[src/rtl/cmdfrm_pkg.sv]
package cmdfrm_pkg;
  localparam int unsigned BYTE_W    = 8;
  localparam int unsigned ADDR_W    = 24;
  localparam int unsigned WORD_W    = 32;
  localparam int unsigned LEN_W     = 24;
  localparam int unsigned CRC_W     = 7;
  localparam int unsigned HDR_BYTES = 8;   // longest header before the CRC
  localparam int unsigned HDR_W     = HDR_BYTES * BYTE_W;
  localparam logic [CRC_W-1:0] CRC_SEED = 7'h7F;
  localparam logic [CRC_W-1:0] CRC_TAPS = 7'h09;  // x^3 + 1, x^7 implicit

  typedef enum logic [7:0] {
    OP_DMA_WR  = 8'hC1,
    OP_DMA_RD  = 8'hC2,
    OP_REG_WR  = 8'hC3,
    OP_REG_RD  = 8'hC4,
    OP_TERM    = 8'hC5,
    OP_REPEAT  = 8'hC6,
    OP_XDMA_WR = 8'hC7,
    OP_XDMA_RD = 8'hC8,
    OP_WORD_WR = 8'hC9,
    OP_WORD_RD = 8'hCA,
    OP_RESET   = 8'hCF
  } opcode_e;

  function automatic logic [CRC_W-1:0] crc7_bit(logic [CRC_W-1:0] c, logic b);
    logic fb;
    fb = c[CRC_W-1] ^ b;
    return {c[CRC_W-2:0], 1'b0} ^ (fb ? CRC_TAPS : '0);
  endfunction
endpackage

[src/rtl/cmdfrm_builder.sv]
module cmdfrm_builder
  import cmdfrm_pkg::*;
(
  input  logic [7:0]        opcode_i,
  input  logic [ADDR_W-1:0] addr_i,
  input  logic [WORD_W-1:0] wdata_i,
  input  logic [LEN_W-1:0]  size_i,
  input  logic              clockless_i,
  output logic [HDR_W-1:0]  hdr_o,
  output logic [3:0]        nbytes_o,
  output logic              valid_o
);
  logic [BYTE_W-1:0] hb [HDR_BYTES];
  logic [BYTE_W-1:0] reg_hi;

  assign reg_hi = {addr_i[15] | clockless_i, addr_i[14:8]};

  always_comb begin
    for (int i = 0; i < HDR_BYTES; i++) hb[i] = '0;
    hb[0]    = opcode_i;
    nbytes_o = 4'd4;
    valid_o  = 1'b1;
    case (opcode_i)
      OP_WORD_RD: begin
        hb[1] = addr_i[23:16]; hb[2] = addr_i[15:8]; hb[3] = addr_i[7:0];
      end
      OP_REG_RD: begin
        hb[1] = reg_hi; hb[2] = addr_i[7:0]; hb[3] = 8'h00;
      end
      OP_TERM, OP_REPEAT: begin
        hb[1] = 8'h00; hb[2] = 8'h00; hb[3] = 8'h00;
      end
      OP_RESET: begin
        hb[1] = 8'hFF; hb[2] = 8'hFF; hb[3] = 8'hFF;
      end
      OP_DMA_WR, OP_DMA_RD: begin
        hb[1] = addr_i[23:16]; hb[2] = addr_i[15:8]; hb[3] = addr_i[7:0];
        hb[4] = size_i[15:8];  hb[5] = size_i[7:0];
        nbytes_o = 4'd6;
      end
      OP_XDMA_WR, OP_XDMA_RD: begin
        hb[1] = addr_i[23:16]; hb[2] = addr_i[15:8]; hb[3] = addr_i[7:0];
        hb[4] = size_i[23:16]; hb[5] = size_i[15:8]; hb[6] = size_i[7:0];
        nbytes_o = 4'd7;
      end
      OP_REG_WR: begin
        hb[1] = reg_hi; hb[2] = addr_i[7:0];
        hb[3] = wdata_i[31:24]; hb[4] = wdata_i[23:16];
        hb[5] = wdata_i[15:8];  hb[6] = wdata_i[7:0];
        nbytes_o = 4'd7;
      end
      OP_WORD_WR: begin
        hb[1] = addr_i[23:16]; hb[2] = addr_i[15:8]; hb[3] = addr_i[7:0];
        hb[4] = wdata_i[31:24]; hb[5] = wdata_i[23:16];
        hb[6] = wdata_i[15:8];  hb[7] = wdata_i[7:0];
        nbytes_o = 4'd8;
      end
      default: valid_o = 1'b0;
    endcase
  end

  // byte 0 lands in the top bits so that the serializer shifts from the MSB
  for (genvar g = 0; g < HDR_BYTES; g++) begin : g_pack
    assign hdr_o[HDR_W-1-g*BYTE_W -: BYTE_W] = hb[g];
  end
endmodule

[src/rtl/cmdfrm_crc7.sv]
module cmdfrm_crc7
  import cmdfrm_pkg::*;
(
  input  logic             clk,
  input  logic             rst,
  input  logic             clr_i,
  input  logic             step_i,
  input  logic             bit_i,
  output logic [CRC_W-1:0] crc_d_o
);
  logic [CRC_W-1:0] crc_q;

  always_comb begin
    crc_d_o = crc_q;
    if (clr_i)       crc_d_o = CRC_SEED;
    else if (step_i) crc_d_o = crc7_bit(crc_q, bit_i);
  end

  always_ff @(posedge clk) begin
    if (rst) crc_q <= CRC_SEED;
    else     crc_q <= crc_d_o;
  end

  AST_CRC_SEEDED: assert property (@(posedge clk) disable iff (rst)
    $past(clr_i) |-> (crc_q == CRC_SEED));
  AST_CRC_HOLD: assert property (@(posedge clk) disable iff (rst)
    (!clr_i && !step_i) |=> $stable(crc_q));
endmodule

[src/rtl/cmdfrm_serializer.sv]
module cmdfrm_serializer #(
  parameter int unsigned FRAME_W  = 64,
  parameter int unsigned SCK_HALF = 2,
  parameter int unsigned CNT_W    = $clog2(FRAME_W + 9)
) (
  input  logic               clk,
  input  logic               rst,
  input  logic               load_i,
  input  logic [FRAME_W-1:0] body_i,
  input  logic [CNT_W-1:0]   dbits_i,
  input  logic               crc_en_i,
  input  logic [6:0]         crc_d_i,
  output logic               busy_o,
  output logic               done_o,
  output logic               sck_o,
  output logic               mosi_o,
  output logic               cs_n_o,
  output logic               step_o,
  output logic               bit_o
);
  localparam int unsigned HC_W = $clog2(SCK_HALF) + 1;
  localparam logic [HC_W-1:0] HC_LAST = HC_W'(SCK_HALF - 1);

  logic [FRAME_W-1:0] shreg;
  logic [CNT_W-1:0]   bit_idx, dbits_q, nbits_q, nxt_idx, crc_pos;
  logic [HC_W-1:0]    half_cnt;
  logic               phase_hi, half_end, bit_end, last_bit, nxt_mosi;
  logic [7:0]         crc_byte;

  assign half_end = (half_cnt == HC_LAST);
  assign bit_end  = busy_o & phase_hi & half_end;
  assign last_bit = (bit_idx == nbits_q - CNT_W'(1));
  assign nxt_idx  = bit_idx + CNT_W'(1);
  assign crc_pos  = nxt_idx - dbits_q;
  assign crc_byte = {crc_d_i, 1'b0};
  assign nxt_mosi = (nxt_idx < dbits_q) ? shreg[FRAME_W-2]
                                        : crc_byte[3'd7 - crc_pos[2:0]];
  assign step_o   = bit_end & (bit_idx < dbits_q);
  assign bit_o    = shreg[FRAME_W-1];

  always_ff @(posedge clk) begin
    if (rst) begin
      busy_o <= 1'b0; done_o <= 1'b0; sck_o <= 1'b0; mosi_o <= 1'b0;
      cs_n_o <= 1'b1; shreg <= '0; bit_idx <= '0; dbits_q <= '0;
      nbits_q <= '0; half_cnt <= '0; phase_hi <= 1'b0;
    end else begin
      done_o <= 1'b0;
      if (!busy_o) begin
        if (load_i) begin
          busy_o   <= 1'b1;
          cs_n_o   <= 1'b0;
          shreg    <= body_i;
          bit_idx  <= '0;
          dbits_q  <= dbits_i;
          nbits_q  <= dbits_i + (crc_en_i ? CNT_W'(8) : CNT_W'(0));
          half_cnt <= '0;
          phase_hi <= 1'b0;
          sck_o    <= 1'b0;
          mosi_o   <= body_i[FRAME_W-1];
        end
      end else if (half_end) begin
        half_cnt <= '0;
        if (!phase_hi) begin
          phase_hi <= 1'b1;
          sck_o    <= 1'b1;
        end else begin
          phase_hi <= 1'b0;
          sck_o    <= 1'b0;
          if (last_bit) begin
            busy_o <= 1'b0;
            cs_n_o <= 1'b1;
            done_o <= 1'b1;
            mosi_o <= 1'b0;
          end else begin
            bit_idx <= nxt_idx;
            shreg   <= shreg << 1;
            mosi_o  <= nxt_mosi;
          end
        end
      end else begin
        half_cnt <= half_cnt + HC_W'(1);
      end
    end
  end

  AST_SCK_IDLE_LOW: assert property (@(posedge clk) disable iff (rst)
    cs_n_o |-> !sck_o);
  AST_MOSI_HELD_HIGH: assert property (@(posedge clk) disable iff (rst)
    (sck_o && $past(sck_o)) |-> $stable(mosi_o));
  AST_BUSY_MATCHES_CS: assert property (@(posedge clk) disable iff (rst)
    busy_o == !cs_n_o);
  AST_DONE_ONE_CYCLE: assert property (@(posedge clk) disable iff (rst)
    done_o |=> !done_o);
  AST_CS_RISE_WITH_DONE: assert property (@(posedge clk) disable iff (rst)
    $rose(cs_n_o) |-> done_o);
endmodule

[src/rtl/spi_cmd_framer.sv]
module spi_cmd_framer
  import cmdfrm_pkg::*;
#(
  parameter int unsigned SCK_HALF = 2
) (
  input  logic              clk,
  input  logic              rst,
  input  logic              start_i,
  input  logic [7:0]        opcode_i,
  input  logic [ADDR_W-1:0] addr_i,
  input  logic [WORD_W-1:0] wdata_i,
  input  logic [LEN_W-1:0]  size_i,
  input  logic              clockless_i,
  input  logic              crc_en_i,
  output logic              busy_o,
  output logic              done_o,
  output logic              bad_op_o,
  output logic              sck_o,
  output logic              mosi_o,
  output logic              cs_n_o
);
  localparam int unsigned CNT_W = $clog2(HDR_W + 9);

  logic [HDR_W-1:0] hdr;
  logic [3:0]       nbytes;
  logic             op_ok, load, step, sbit;
  logic [CRC_W-1:0] crc_d;
  logic [CNT_W-1:0] dbits;

  cmdfrm_builder u_build (
    .opcode_i(opcode_i), .addr_i(addr_i), .wdata_i(wdata_i), .size_i(size_i),
    .clockless_i(clockless_i), .hdr_o(hdr), .nbytes_o(nbytes), .valid_o(op_ok)
  );

  assign load  = start_i & ~busy_o & op_ok;
  assign dbits = CNT_W'({nbytes, 3'b000});

  cmdfrm_crc7 u_crc (
    .clk(clk), .rst(rst), .clr_i(load), .step_i(step), .bit_i(sbit),
    .crc_d_o(crc_d)
  );

  cmdfrm_serializer #(.FRAME_W(HDR_W), .SCK_HALF(SCK_HALF), .CNT_W(CNT_W)) u_ser (
    .clk(clk), .rst(rst), .load_i(load), .body_i(hdr), .dbits_i(dbits),
    .crc_en_i(crc_en_i), .crc_d_i(crc_d), .busy_o(busy_o), .done_o(done_o),
    .sck_o(sck_o), .mosi_o(mosi_o), .cs_n_o(cs_n_o), .step_o(step), .bit_o(sbit)
  );

  always_ff @(posedge clk) begin
    if (rst) bad_op_o <= 1'b0;
    else     bad_op_o <= start_i & ~busy_o & ~op_ok;
  end

  AST_BAD_OP_QUIET: assert property (@(posedge clk) disable iff (rst)
    bad_op_o |-> (cs_n_o && !busy_o));
  AST_BAD_OP_PULSE: assert property (@(posedge clk) disable iff (rst)
    bad_op_o |=> !bad_op_o);
  AST_START_WHILE_BUSY: assert property (@(posedge clk) disable iff (rst)
    (busy_o && start_i) |=> !bad_op_o);
endmodule

[config.mk]
export PLATFORM = sky130hd
export DESIGN_NAME = spi_cmd_framer
export DESIGN_NICKNAME = d
export VERILOG_FILES = /design/src/rtl/cmdfrm_pkg.sv /design/src/rtl/cmdfrm_builder.sv /design/src/rtl/cmdfrm_crc7.sv /design/src/rtl/cmdfrm_serializer.sv /design/src/rtl/spi_cmd_framer.sv
export SDC_FILE = /design/constraint.sdc
export NUM_CORES = 1
export LEC_CHECK = 0
export BUFFER_PORTS_ARGS = -buffer_cell sky130_fd_sc_hd__clkbuf_2
export CAP_MARGIN = 0
export CORE_MARGIN = 1.5
export CORE_UTILIZATION = 60
export CTS_CLUSTER_DIAMETER = 100
export DETAILED_ROUTE_END_ITERATION = 7
export PLACE_DENSITY = 0.85
export SETUP_SLACK_MARGIN = 0.5
export SYNTH_ARGS = -nofsm -noshare
export SYNTH_HDL_FRONTEND = slang
export SYNTH_SLANG_ARGS = --single-unit
[constraint.sdc]
create_clock -name clk -period 3.37 [get_ports clk]
set_input_delay 0.1685 -clock clk [delete_from_list [all_inputs] [get_ports clk]]
set_output_delay 0.1685 -clock clk [all_outputs]
set_load 0.02 [all_outputs]
==> flow_summary.yaml, run 1 <==
sta:
  setup_slack_ns: 0.634
  maxSlewViolCount: 0
  fmaxAchievable_mhz: 366
  rsz0062_at_grt: "no"
  clock_skew_ns: 0.00610
  min_period_over_period: 0.812
  timing.hold.ws_ns: 0.111
  slew-limit-headroom: 0.369
  setup_viol: 0
  worst_slew_pin_slew_ns: 0.946
  setup-tns-final_ns: 0
  fin_crit_ns: 2.74
  hold_viol: 0
pwr:
  p_clk_frac: 0.391
  power.density_nw_per_um2: 359
  swShare: 0.238
  combPwrFrac: 0.107
  leakage_nw: 2.39
  ir_drop_v: 0.000242
  power.net_switching_mw: 0.533
  power.internal_mw: 1.71
  seq_power_share: 0.502
critical_path:
  cpPeakStageDelay_ns: 0.70
  path_cells: "ha_1 -> nand2_1 -> nor3_1 -> a31oi_1 -> o21ai_2 -> a221oi_1 -> nor3_1"
  slowest_stage: "o21ai_2"
  crit_top_cell: "nor3_1"
  required_ns: 3.65
  startpoint_type: "flop"
  path_class: "reg -> reg"
  cp_max_fo: 15
  crit_path_end_kind: "flop"
  worstPathArrival_ns: 3.02
grt:
  grtUsageTotal: 0.311
  grt_overflow: 0
  antenna_found_initial: 0
  grt_max_degree: 83
  grt_pass1_wl_mm: 24.6
  grt_pass1_vias: 5104
synth:
  synth.area.mux_share: 0.0274
  synth_top_family_by_area: "compound AO/OA/AOI/OAI gates"
  synth_top_cell_area_share: 0.343
  synth-adder-area-share: 0.0228
  yosys.area_share.simple: 0.255
  syn-num-nets: 816
  synth-edff-count: 0
  synth_xor_area_frac: 0.0272
  synthDistinctLibCells: 49
  postSynthCellCount: 713
  syn_avg_cell_area_um2: 7.69
  synth_top_area_cell: "dfxtp_1"
  ys_warn_count: 0
  synth_compound_area_frac: 0.267
  yosys-top-cells-area: "dfxtp_1 (34%), nand2_1 (6.7%), a221oi_1 (5.3%)"
  synth-main-ff-cell: "dfxtp_1"
  synthesis.area_um2: 5480
  synth-seq-cells: 94
  async_flop_share: 0
  yosysSeqAreaShare: 0.343
floorplanning:
  num_rows: 34
  die_area_um2: 9720
  die_h_um: 98.6
  die_w_um: 98.6
  io_pins: 99
  core_area_um2: 8810
  start_util: 0.623
cts:
  h-tree-depth: 3
  cts_tree: "done"
  clk_pin_slew_ns: 0.09
  holdBufCountCts: 0
  clk_latency_ns: 0.36
  cts.sinks: 94
  cts_made_buffers: 9
  clockRootBuffer: "clkbuf_8"
  clock_path_buffers: 2
placed_design:
  gp_congestion: 0.900
  port_buffers: 98
  hpwl_mm: 10.3
  pre_cts_ws_ns: 0.495
detailed_routing:
  vias_per_cell: 6.47
  wl_per_cell_um: 17.3
  first_pass_iters: 8
  ant_nets: 0
  num_vias: 5764
  drtIter0Drc: 529
  drc: 0
  wirelength_mm: 15.4
layout:
  antennaDiodeCount: 0
  syn2layout_area_growth_pct: 14.0
  final_nets: 882
  drive_gt1_frac: 0.183
  nFillCells: 707
hold_path:
  hold_path.class: "in -> reg"
job:
  maxCapViolCount: 0
run_status:
  outcome: "finished clean"
## placed cells by master (no fill, tap or decap), types with 10 or more instances in the layout
master     synthesis  routed
xnor2_1           12      12
a222oi_1          16      16
dfxtp_1           94      93
nand3_1           18      18
clkbuf_2           0      98
a221oi_1          33      33
ha_1              10      10
nor2b_1           19      19
buf_4              4      16
o21ai_0           24      24
nor3_1            46      46
nor2_1            73      73
a211oi_1          19      19
a21oi_1           56      56
mux2i_1           15      15
nand2_1           98      98
nand2b_1          19      19
a2bb2oi_1         16      16
## flip-flops by register name, indices dropped and copies added (netlist names)
| signal | cells |
|---|---|
| u_crc.crc_q | 7 |
| u_ser.nbits_q | 4 |
| u_ser.phase_hi | 1 |
| u_ser.bit_idx | 7 |
| u_ser.mosi_o | 1 |
| u_ser.shreg | 64 |
| u_ser.busy_o | 1 |
| u_ser.done_o | 1 |
| u_ser.half_cnt | 2 |
| bad_op_o | 1 |
| u_ser.dbits_q | 4 |
| u_ser.cs_n_o | 1 |
## power groups by stage
stage	clock network, mW	logic, mW	registers, mW
floorplan	0	0.130	1.15
global placement	0	0.226	1.15
detailed placement	0	0.232	1.15
CTS	0.879	0.233	1.13
global route	0.927	0.259	1.13
finish	0.877	0.240	1.13
## per-stage QoR
stage	instances	cell area (µm²)	util	power, mW
global route	891	6250	0.710	2.31
floorplan	713	5480	-	1.28
CTS	887	6200	0.704	2.24
finish	891	6250	0.710	2.24
global placement	871	5960	0.677	1.38
detailed placement	871	5960	0.677	1.38
## metal layers
| metal | up-vias | GRT usage | wire (µm) |
|---|---|---|---|
| met3 | 45 | 0.0468 | 1310 |
| met5 | - | 0 | 0 |
| met4 | 0 | 0.145 | 489 |
| met2 | 336 | 0.493 | 7200 |
| met1 | 2663 | 0.419 | 6380 |
| li1 | 2720 | - | - |
## synthesized netlist by cell type, drive strengths merged, types with 2 or more instances
cell type	number
and3b	2
nor2b	19
ha	10
nand4b	3
xnor2	12
nand2	98
a222oi	16
mux2i	15
nand2b	19
o21ai	34
and3	4
xor2	5
a221oi	33
nand3	18
a211oi	19
and2	2
clkbuf	29
a21oi	58
nor3	49
a31oi	4
o21a	2
a21o	9
a22oi	9
nor4b	2
a211o	3
nor2	74
o211ai	3
inv	8
or3	2
buf	33
dfxtp	94
a2bb2oi	16
## layout make-up
cell class | count | area, µm² | share of cell area
clock buffers | 11 | 131 | 0.0210
clock inverters | 4 | 97.6 | 0.0156
inverters | 8 | 30.0 | 0.00480
multi-input cells | 550 | 3320 | 0.531
flip-flops and latches | 94 | 1890 | 0.302
well taps | 108 | 135 | 0.0216
repair buffers | 116 | 651 | 0.104
## kinds of logic (layout without fill, tap and decap cells)
kind of cell,Yosys count,in the layout
and+or+nand+nor,298,298
AOI/OAI and AO/OA,209,210
DFF,94,94
buffers and inverters,70,139
xor gates and xnor gates,17,17
muxes,15,15
adders and majority gates,10,10
## critical path, delay by kind of cell, from the launching register on
kind,cells,cell delay (ns)
simple gates,3,0.67
compound gates,3,1.11
fa+ha+maj,1,0.33
flops,1,0.55
## worst paths after layout
check | start | to | slack (ns) | cells after the start
hold / removal | wdata_i[0] | u_ser.shreg[0]$_SDFFE_PP0P_ | 0.11 | 3
hold reg to reg | u_ser.shreg[30]$_SDFFE_PP0P_ | u_ser.shreg[30]$_SDFFE_PP0P_ | 0.46 | 2
setup reg to reg | u_ser.bit_idx[0]$_SDFFE_PP0P_ | u_ser.shreg[38]$_SDFFE_PP0P_ | 0.63 | 7
setup / recovery | u_ser.bit_idx[0]$_SDFFE_PP0P_ | u_ser.shreg[38]$_SDFFE_PP0P_ | 0.63 | 7
## what timing repair did
action / 4_1_cts / 5_1_grt
setup endpoints to repair: 20 / 43
gates cloned: 1 / 0
resized for setup: 0 / 1
pin swaps: 1 / 1
buffers inserted: 0 / 4
Power figures use the tool's default switching activity.
==> run 2: changes to the inputs <==
Settings changed: CORE_UTILIZATION 60 to 51, PLACE_DENSITY 0.85 to 0.77.
Clock period 3.37 ns to 2.5 ns, I/O delays scaled along.
==> run 2 against run 1 <==
  * First-iteration DRC count is 0.57% higher
  * Via count is 7.7% higher
  * Combinational power is 61% higher
  * Die area is 17% higher
  * Final cell count is 8.4% higher
  * Utilization is 0.74 points higher
  * Clock skew is 0.0069 ns higher
  * Worst hold slack worse by 0.052 ns
==> flow_summary.yaml, run 2 (same netlist as run 1, synthesis figures left out) <==
layout:
  syn2layout_area_growth_pct: 35.6
  final_common_cell: "clkbuf_2"
  final_cells: 966
  nFillCells: 782
  final_nets: 928
  top_register: "u_ser.shreg"
  reg_top3: "u_ser.shreg (64), u_crc.crc_q (7), u_ser.bit_idx (7)"
  final_core_utilization: 0.717
  mostFrequentLayoutCells: "clkbuf_2 (98), nand2_1 (88), dfxtp_1 (84), nor2_1 (57), a21oi_1 (47)"
  antennaDiodeCount: 0
  largest_reg_flops: 64
  drive_gt1_frac: 0.330
pwr:
  total_power_mw: 3.05
  power.internal_mw: 2.27
  seq_power_share: 0.498
  leakage_nw: 2.92
  swShare: 0.254
  power.density_nw_per_um2: 410
  power.net_switching_mw: 0.776
  ir_drop_v: 0.000308
  combPwrFrac: 0.127
  p_clk_frac: 0.375
cts:
  clk_pin_slew_ns: 0.10
  clockRootBuffer: "clkbuf_8"
  clk_latency_ns: 0.37
  h-tree-depth: 3
  cts_made_buffers: 9
  clock_path_buffers: 2
  cts.sinks: 94
  cts_tree: "done"
  holdBufCountCts: 0
detailed_routing:
  drc: 0
  first_pass_iters: 6
  drtIter0Drc: 532
  ant_nets: 0
  num_vias: 6207
  wl_per_cell_um: 19.8
  wirelength_mm: 19.1
  vias_per_cell: 6.43
sta:
  fin_crit_ns: 2.24
  fmaxAchievable_mhz: 446
  setup_slack_ns: 0.259
  clock_skew_ns: 0.0130
  hold_viol: 0
  slew-limit-headroom: 0.477
  setup_viol: 0
  rsz0062_at_grt: "yes"
  min_period_over_period: 0.896
  worst_slew_pin_slew_ns: 0.784
  setup-tns-final_ns: 0
  maxSlewViolCount: 0
critical_path:
  slowest_stage: "dfxtp_2"
  crit_path_end_kind: "flop"
  reg2regPathDepth: 10
  cp_max_fo: 6
  path_cells: "nand3_1 -> nor2_4 -> xor2_2 -> ha_1 -> o211ai_1 -> a31oi_1 -> a211o_1 -> o211ai_1 -> a211o_1 -> a41oi_2"
  startpoint_type: "flop"
  cpPeakStageDelay_ns: 0.43
  worstPathArrival_ns: 2.53
  path_class: "reg -> reg"
  required_ns: 2.79
grt:
  antenna_found_initial: 0
  grt_max_degree: 81
  grtUsageTotal: 0.284
  grt_pass1_vias: 5251
  grt_overflow: 0
  grt_pass1_wl_mm: 26.1
floorplanning:
  die_area_um2: 11400
  start_util: 0.529
  core_area_um2: 10400
  die_h_um: 107
  num_rows: 37
  io_pins: 99
  die_w_um: 107
placed_design:
  hpwl_mm: 10.8
  port_buffers: 98
  pre_cts_ws_ns: 0.165
  dp.cells: 906
  gp_congestion: 0.921
hold_path:
  holdPathStages: 3
  hold_path.class: "in -> reg"
run_status:
  outcome: "finished clean"
job:
  maxCapViolCount: 0
-- run 2: cell count changes in the layout (fill, tap and decap cells not counted), sizes merged --
cell	delta
buf	+33
bufinv	-1
clkbuf	+15
clkinvlp	-1
inv	+1
o21a	+1
o21ai	-1
-- run 2: critical path, delay by kind of cell, from the launching register on --
kind	cells	cell delay (ns)
and+or+nand+nor	2	0.33
AOI/OAI and AO/OA	6	0.99
xor gates and xnor gates	1	0.09
DFF	1	0.43
adders and majority gates	1	0.31
-- run 2: final timing paths --
check / start / endpoint / slack [ns]
setup / recovery: u_ser.bit_idx[4]$_SDFFE_PP0P_ / u_ser.mosi_o$_SDFFE_PP0P_ / 0.26
hold reg to reg: u_ser.shreg[18]$_SDFFE_PP0P_ / u_ser.shreg[18]$_SDFFE_PP0P_ / 0.46
hold / removal: wdata_i[0] / u_ser.shreg[0]$_SDFFE_PP0P_ / 0.06
setup reg to reg: u_ser.bit_idx[4]$_SDFFE_PP0P_ / u_ser.mosi_o$_SDFFE_PP0P_ / 0.26
-- run 2: power groups by stage --
stage / logic (mW) / registers (mW) / clock network, mW
after global placement: 0.311 / 1.55 / 0
after floorplan: 0.176 / 1.55 / 0
after global routing: 0.411 / 1.52 / 1.21
final: 0.387 / 1.52 / 1.14
after detailed placement: 0.320 / 1.55 / 0
after CTS: 0.336 / 1.52 / 1.13
-- run 2: layer usage --
metal,vias to the layer above,GRT usage,wire length [µm]
met1,2939,0.378,7450
met5,-,0,0
li1,2829,-,-
met4,0,0.0848,635
met3,56,0.0444,1760
met2,383,0.473,9270
-- run 2: area by class of cell --
cell class | instances | area, µm² | area share
clock buffer | 13 | 149 | 0.0200
clock inverter | 3 | 66.3 | 0.00892
inverter | 8 | 30.0 | 0.00404
multi-input combinational | 550 | 3720 | 0.501
sequential | 94 | 1900 | 0.256
tap | 136 | 170 | 0.0229
timing repair buffer | 162 | 1400 | 0.188
-- run 2: timing repair --
action	CTS	global route
endpoints found under the setup margin	72	73
gates cloned	3	18
setup buffers	16	7
pin swaps	14	24
resized for setup	33	75
-- run 2: through the flow --
| stage | hold slack [ns] | instance area, µm² |
|---|---|---|
| 2_1_floorplan | 0.294 | 5520 |
| 3_3_place_gp | 0.406 | 6110 |
| 3_5_place_dp | 0.429 | 6110 |
| 4_1_cts | 0.0414 | 6680 |
| 5_1_grt | 0.0427 | 7440 |
| 6_report | 0.0585 | 7440 |
==> run 3: changes to the inputs <==
Settings changed: ABC_AREA from default to 1.
==> run 3 against run 2 <==
  * Worst setup slack better by 0.058 ns
  * Sequential share of layout area up 2.3 points
  * Routed wire length decreased by 14%
  * Design area decreased by 8.8%
  * Via count decreased by 3.3%
  * Final cell count grew 8.9%
  * Largest cell class unchanged
  * Highest routed layer unchanged
  * Synthesized cell count is 13% higher
  * Critical endpoint is now u_ser.shreg[16]$_SDFFE_PP0P_
==> flow_summary.yaml, run 3 <==
hold_path:
  hold_path.class: "in -> reg"
  holdPathStages: 3
detailed_routing:
  first_pass_iters: 6
  wl_per_cell_um: 15.7
  ant_nets: 0
  wirelength_mm: 16.5
  vias_per_cell: 5.71
  drc: 0
  drtIter0Drc: 477
  num_vias: 6004
sta:
  slew-limit-headroom: 0.519
  worst_slew_pin_slew_ns: 0.721
  setup-tns-final_ns: 0
  clock_skew_ns: 0.0163
  fin_crit_ns: 2.18
  setup_viol: 0
  min_period_over_period: 0.873
  setup_slack_ns: 0.317
  timing.hold.ws_ns: 0.0279
  maxSlewViolCount: 0
  fmaxAchievable_mhz: 458
  rsz0062_at_grt: "yes"
  hold_viol: 0
floorplanning:
  core_area_um2: 10300
  num_rows: 37
  die_h_um: 106
  die_area_um2: 11200
  die_w_um: 106
  io_pins: 99
  start_util: 0.523
cts:
  clk_latency_ns: 0.38
  h-tree-depth: 3
  clock_path_buffers: 2
  clockRootBuffer: "clkbuf_8"
  cts_made_buffers: 9
  cts_tree: "done"
  cts.sinks: 94
  clk_pin_slew_ns: 0.10
critical_path:
  critPathTopFamily: "simple AND/OR/NAND/NOR gates"
  slowest_stage: "dfxtp_2"
  crit_cells: 11
  cp_max_fo: 8
  path_cells: "buf_4 -> nor3_1 -> xnor2_1 -> nor4b_4 -> nand2_1 -> nand3_4 -> buf_12 -> inv_8 -> buf_12 -> o21ai_1 -> a21oi_1"
  path_class: "reg -> reg"
  reg2regPathDepth: 11
  crit_top_cell: "buf_12"
  worstPathArrival_ns: 2.45
  cpPeakStageDelay_ns: 0.34
  path_buf_inv: 4
  required_ns: 2.76
  crit_path_end_kind: "flop"
  startpoint_type: "flop"
synth:
  syn_avg_cell_area_um2: 6.65
  ys_top_cells_by_count: "nand2_1 (249), dfxtp_1 (94), o21ai_0 (70), a21oi_1 (68), inv_1 (60)"
  yosys-top-cells-area: "dfxtp_1 (35%), nand2_1 (17%), o21ai_0 (6.5%)"
  synth_top_area_cell: "dfxtp_1"
  synth-edff-count: 0
  synthDistinctLibCells: 36
  postSynthCellCount: 809
  async_flop_share: 0
  ys_warn_count: 0
  synth-seq-cells: 94
  synth.most_common_cell: "nand2_1"
  synthesis.area_um2: 5380
  synth-main-ff-cell: "dfxtp_1"
  yosysSeqAreaShare: 0.350
  syn-num-nets: 912
  synth_top_cell_area_share: 0.350
placed_design:
  pre_cts_ws_ns: 0.202
  hpwl_mm: 10.3
  gp_congestion: 0.855
  port_buffers: 98
grt:
  antenna_found_initial: 0
  grt_pass1_wl_mm: 25.1
  grt_pass1_vias: 5173
  grt_max_degree: 53
  grtUsageTotal: 0.278
  grt_overflow: 0
layout:
  syn2layout_area_growth_pct: 26.1
  top_register: "u_ser.shreg"
  antennaDiodeCount: 0
  nFillCells: 915
  multi_input_area_um2: 3190
  final_common_cell: "nand2_1"
  largest_reg_flops: 64
  area.sequential_um2: 1890
  reg_top3: "u_ser.shreg (64), u_crc.crc_q (7), u_ser.bit_idx (7)"
  final_nets: 1014
  drive_gt1_frac: 0.234
  mostFrequentLayoutCells: "nand2_1 (246), clkbuf_2 (98), dfxtp_1 (86), a21oi_1 (65), inv_1 (56)"
job:
  maxCapViolCount: 0
pwr:
  leakage_nw: 2.96
  ir_drop_v: 0.000331
  power.density_nw_per_um2: 568
run_status:
  outcome: "finished clean"
## run 3: changes by cell type after synthesis, moves of 27 or more
cell	previous run	this run
o21ai_0	24	70
o21ai_1	8	35
a221oi_1	33	0
nor3_1	46	4
nor2_1	73	30
inv_1	8	60
nand2_1	98	249
a31oi_1	4	31
## run 3: per-stage QoR
stage / instance area (µm²) / std cells / power [mW] / utilization
3_3_place_gp: 5940 / 1010 / 2.49 / 0.578
6_report: 6780 / 1052 / 3.85 / 0.660
5_1_grt: 6780 / 1052 / 4.01 / 0.660
2_1_floorplan: 5380 / 809 / 2.28 / -
4_1_cts: 6470 / 1043 / 3.69 / 0.630
3_5_place_dp: 5940 / 1010 / 2.50 / 0.578
## run 3: worst paths after layout
| kind | startpoint | slack, ns | to |
|---|---|---|---|
| worst min register to register | u_ser.shreg[4]$_SDFFE_PP0P_ | 0.46 | u_ser.shreg[4]$_SDFFE_PP0P_ |
| worst min-delay path | opcode_i[7] | 0.03 | u_ser.shreg[63]$_SDFFE_PP0P_ |
| worst max-delay path | u_ser.nbits_q[3]$_SDFFE_PP0P_ | 0.32 | u_ser.shreg[16]$_SDFFE_PP0P_ |
| worst max register to register | u_ser.nbits_q[3]$_SDFFE_PP0P_ | 0.32 | u_ser.shreg[16]$_SDFFE_PP0P_ |
## run 3: worst register-to-register path, stage by stage (launching register included)
cell and delay [ns]:
dfxtp_2 0.34, buf_4 0.15, nor3_1 0.28, xnor2_1 0.18, nor4b_4 0.26, nand2_1 0.14
nand3_4 0.17, buf_12 0.15, inv_8 0.04, buf_12 0.13, o21ai_1 0.17, a21oi_1 0.07
## run 3: area by class of cell
cell class                 count  share of cell area
clock buffer                  11              0.0223
sequential                    94               0.279
timing repair inverter         2             0.00295
clock inverter                 5             0.00849
multi-input combinational    597               0.470
timing repair buffer         142               0.154
inverter                      65              0.0382
tap                          136              0.0251
## run 3: per-layer routing
layer / global-route usage / up-vias / wire, µm
li1: - / 2945 / -
met1: 0.380 / 2762 / 7220
met2: 0.445 / 264 / 7800
met3: 0.0427 / 33 / 1040
met4: 0.0975 / 0 / 417
met5: 0 / - / 0
## run 3: cell families after synthesis
group           synth area share
fa+ha+maj                 0.0233
flops                      0.350
simple gates               0.239
buf+inv                   0.0947
compound gates             0.274
xor+xnor                  0.0195
## run 3: timing repair
item	4_1_cts	5_1_grt
buffers inserted	11	4
endpoints found under the hold margin	1	0
resized for setup	43	49
setup endpoints to repair	72	73
hold buffers	1	0
gates cloned	5	5
pin swaps	9	7
## run 3: where the power goes
| group | total [mW] | switching, mW | internal, mW | leakage (nW) |
|---|---|---|---|---|
| Sequential | 1.77 | 0.108 | 1.66 | 0.770 |
| Clock | 1.08 | 0.566 | 0.515 | 0.0976 |
| Combinational | 0.996 | 0.571 | 0.425 | 2.09 |
| Total | 3.85 | 1.25 | 2.60 | 2.96 |
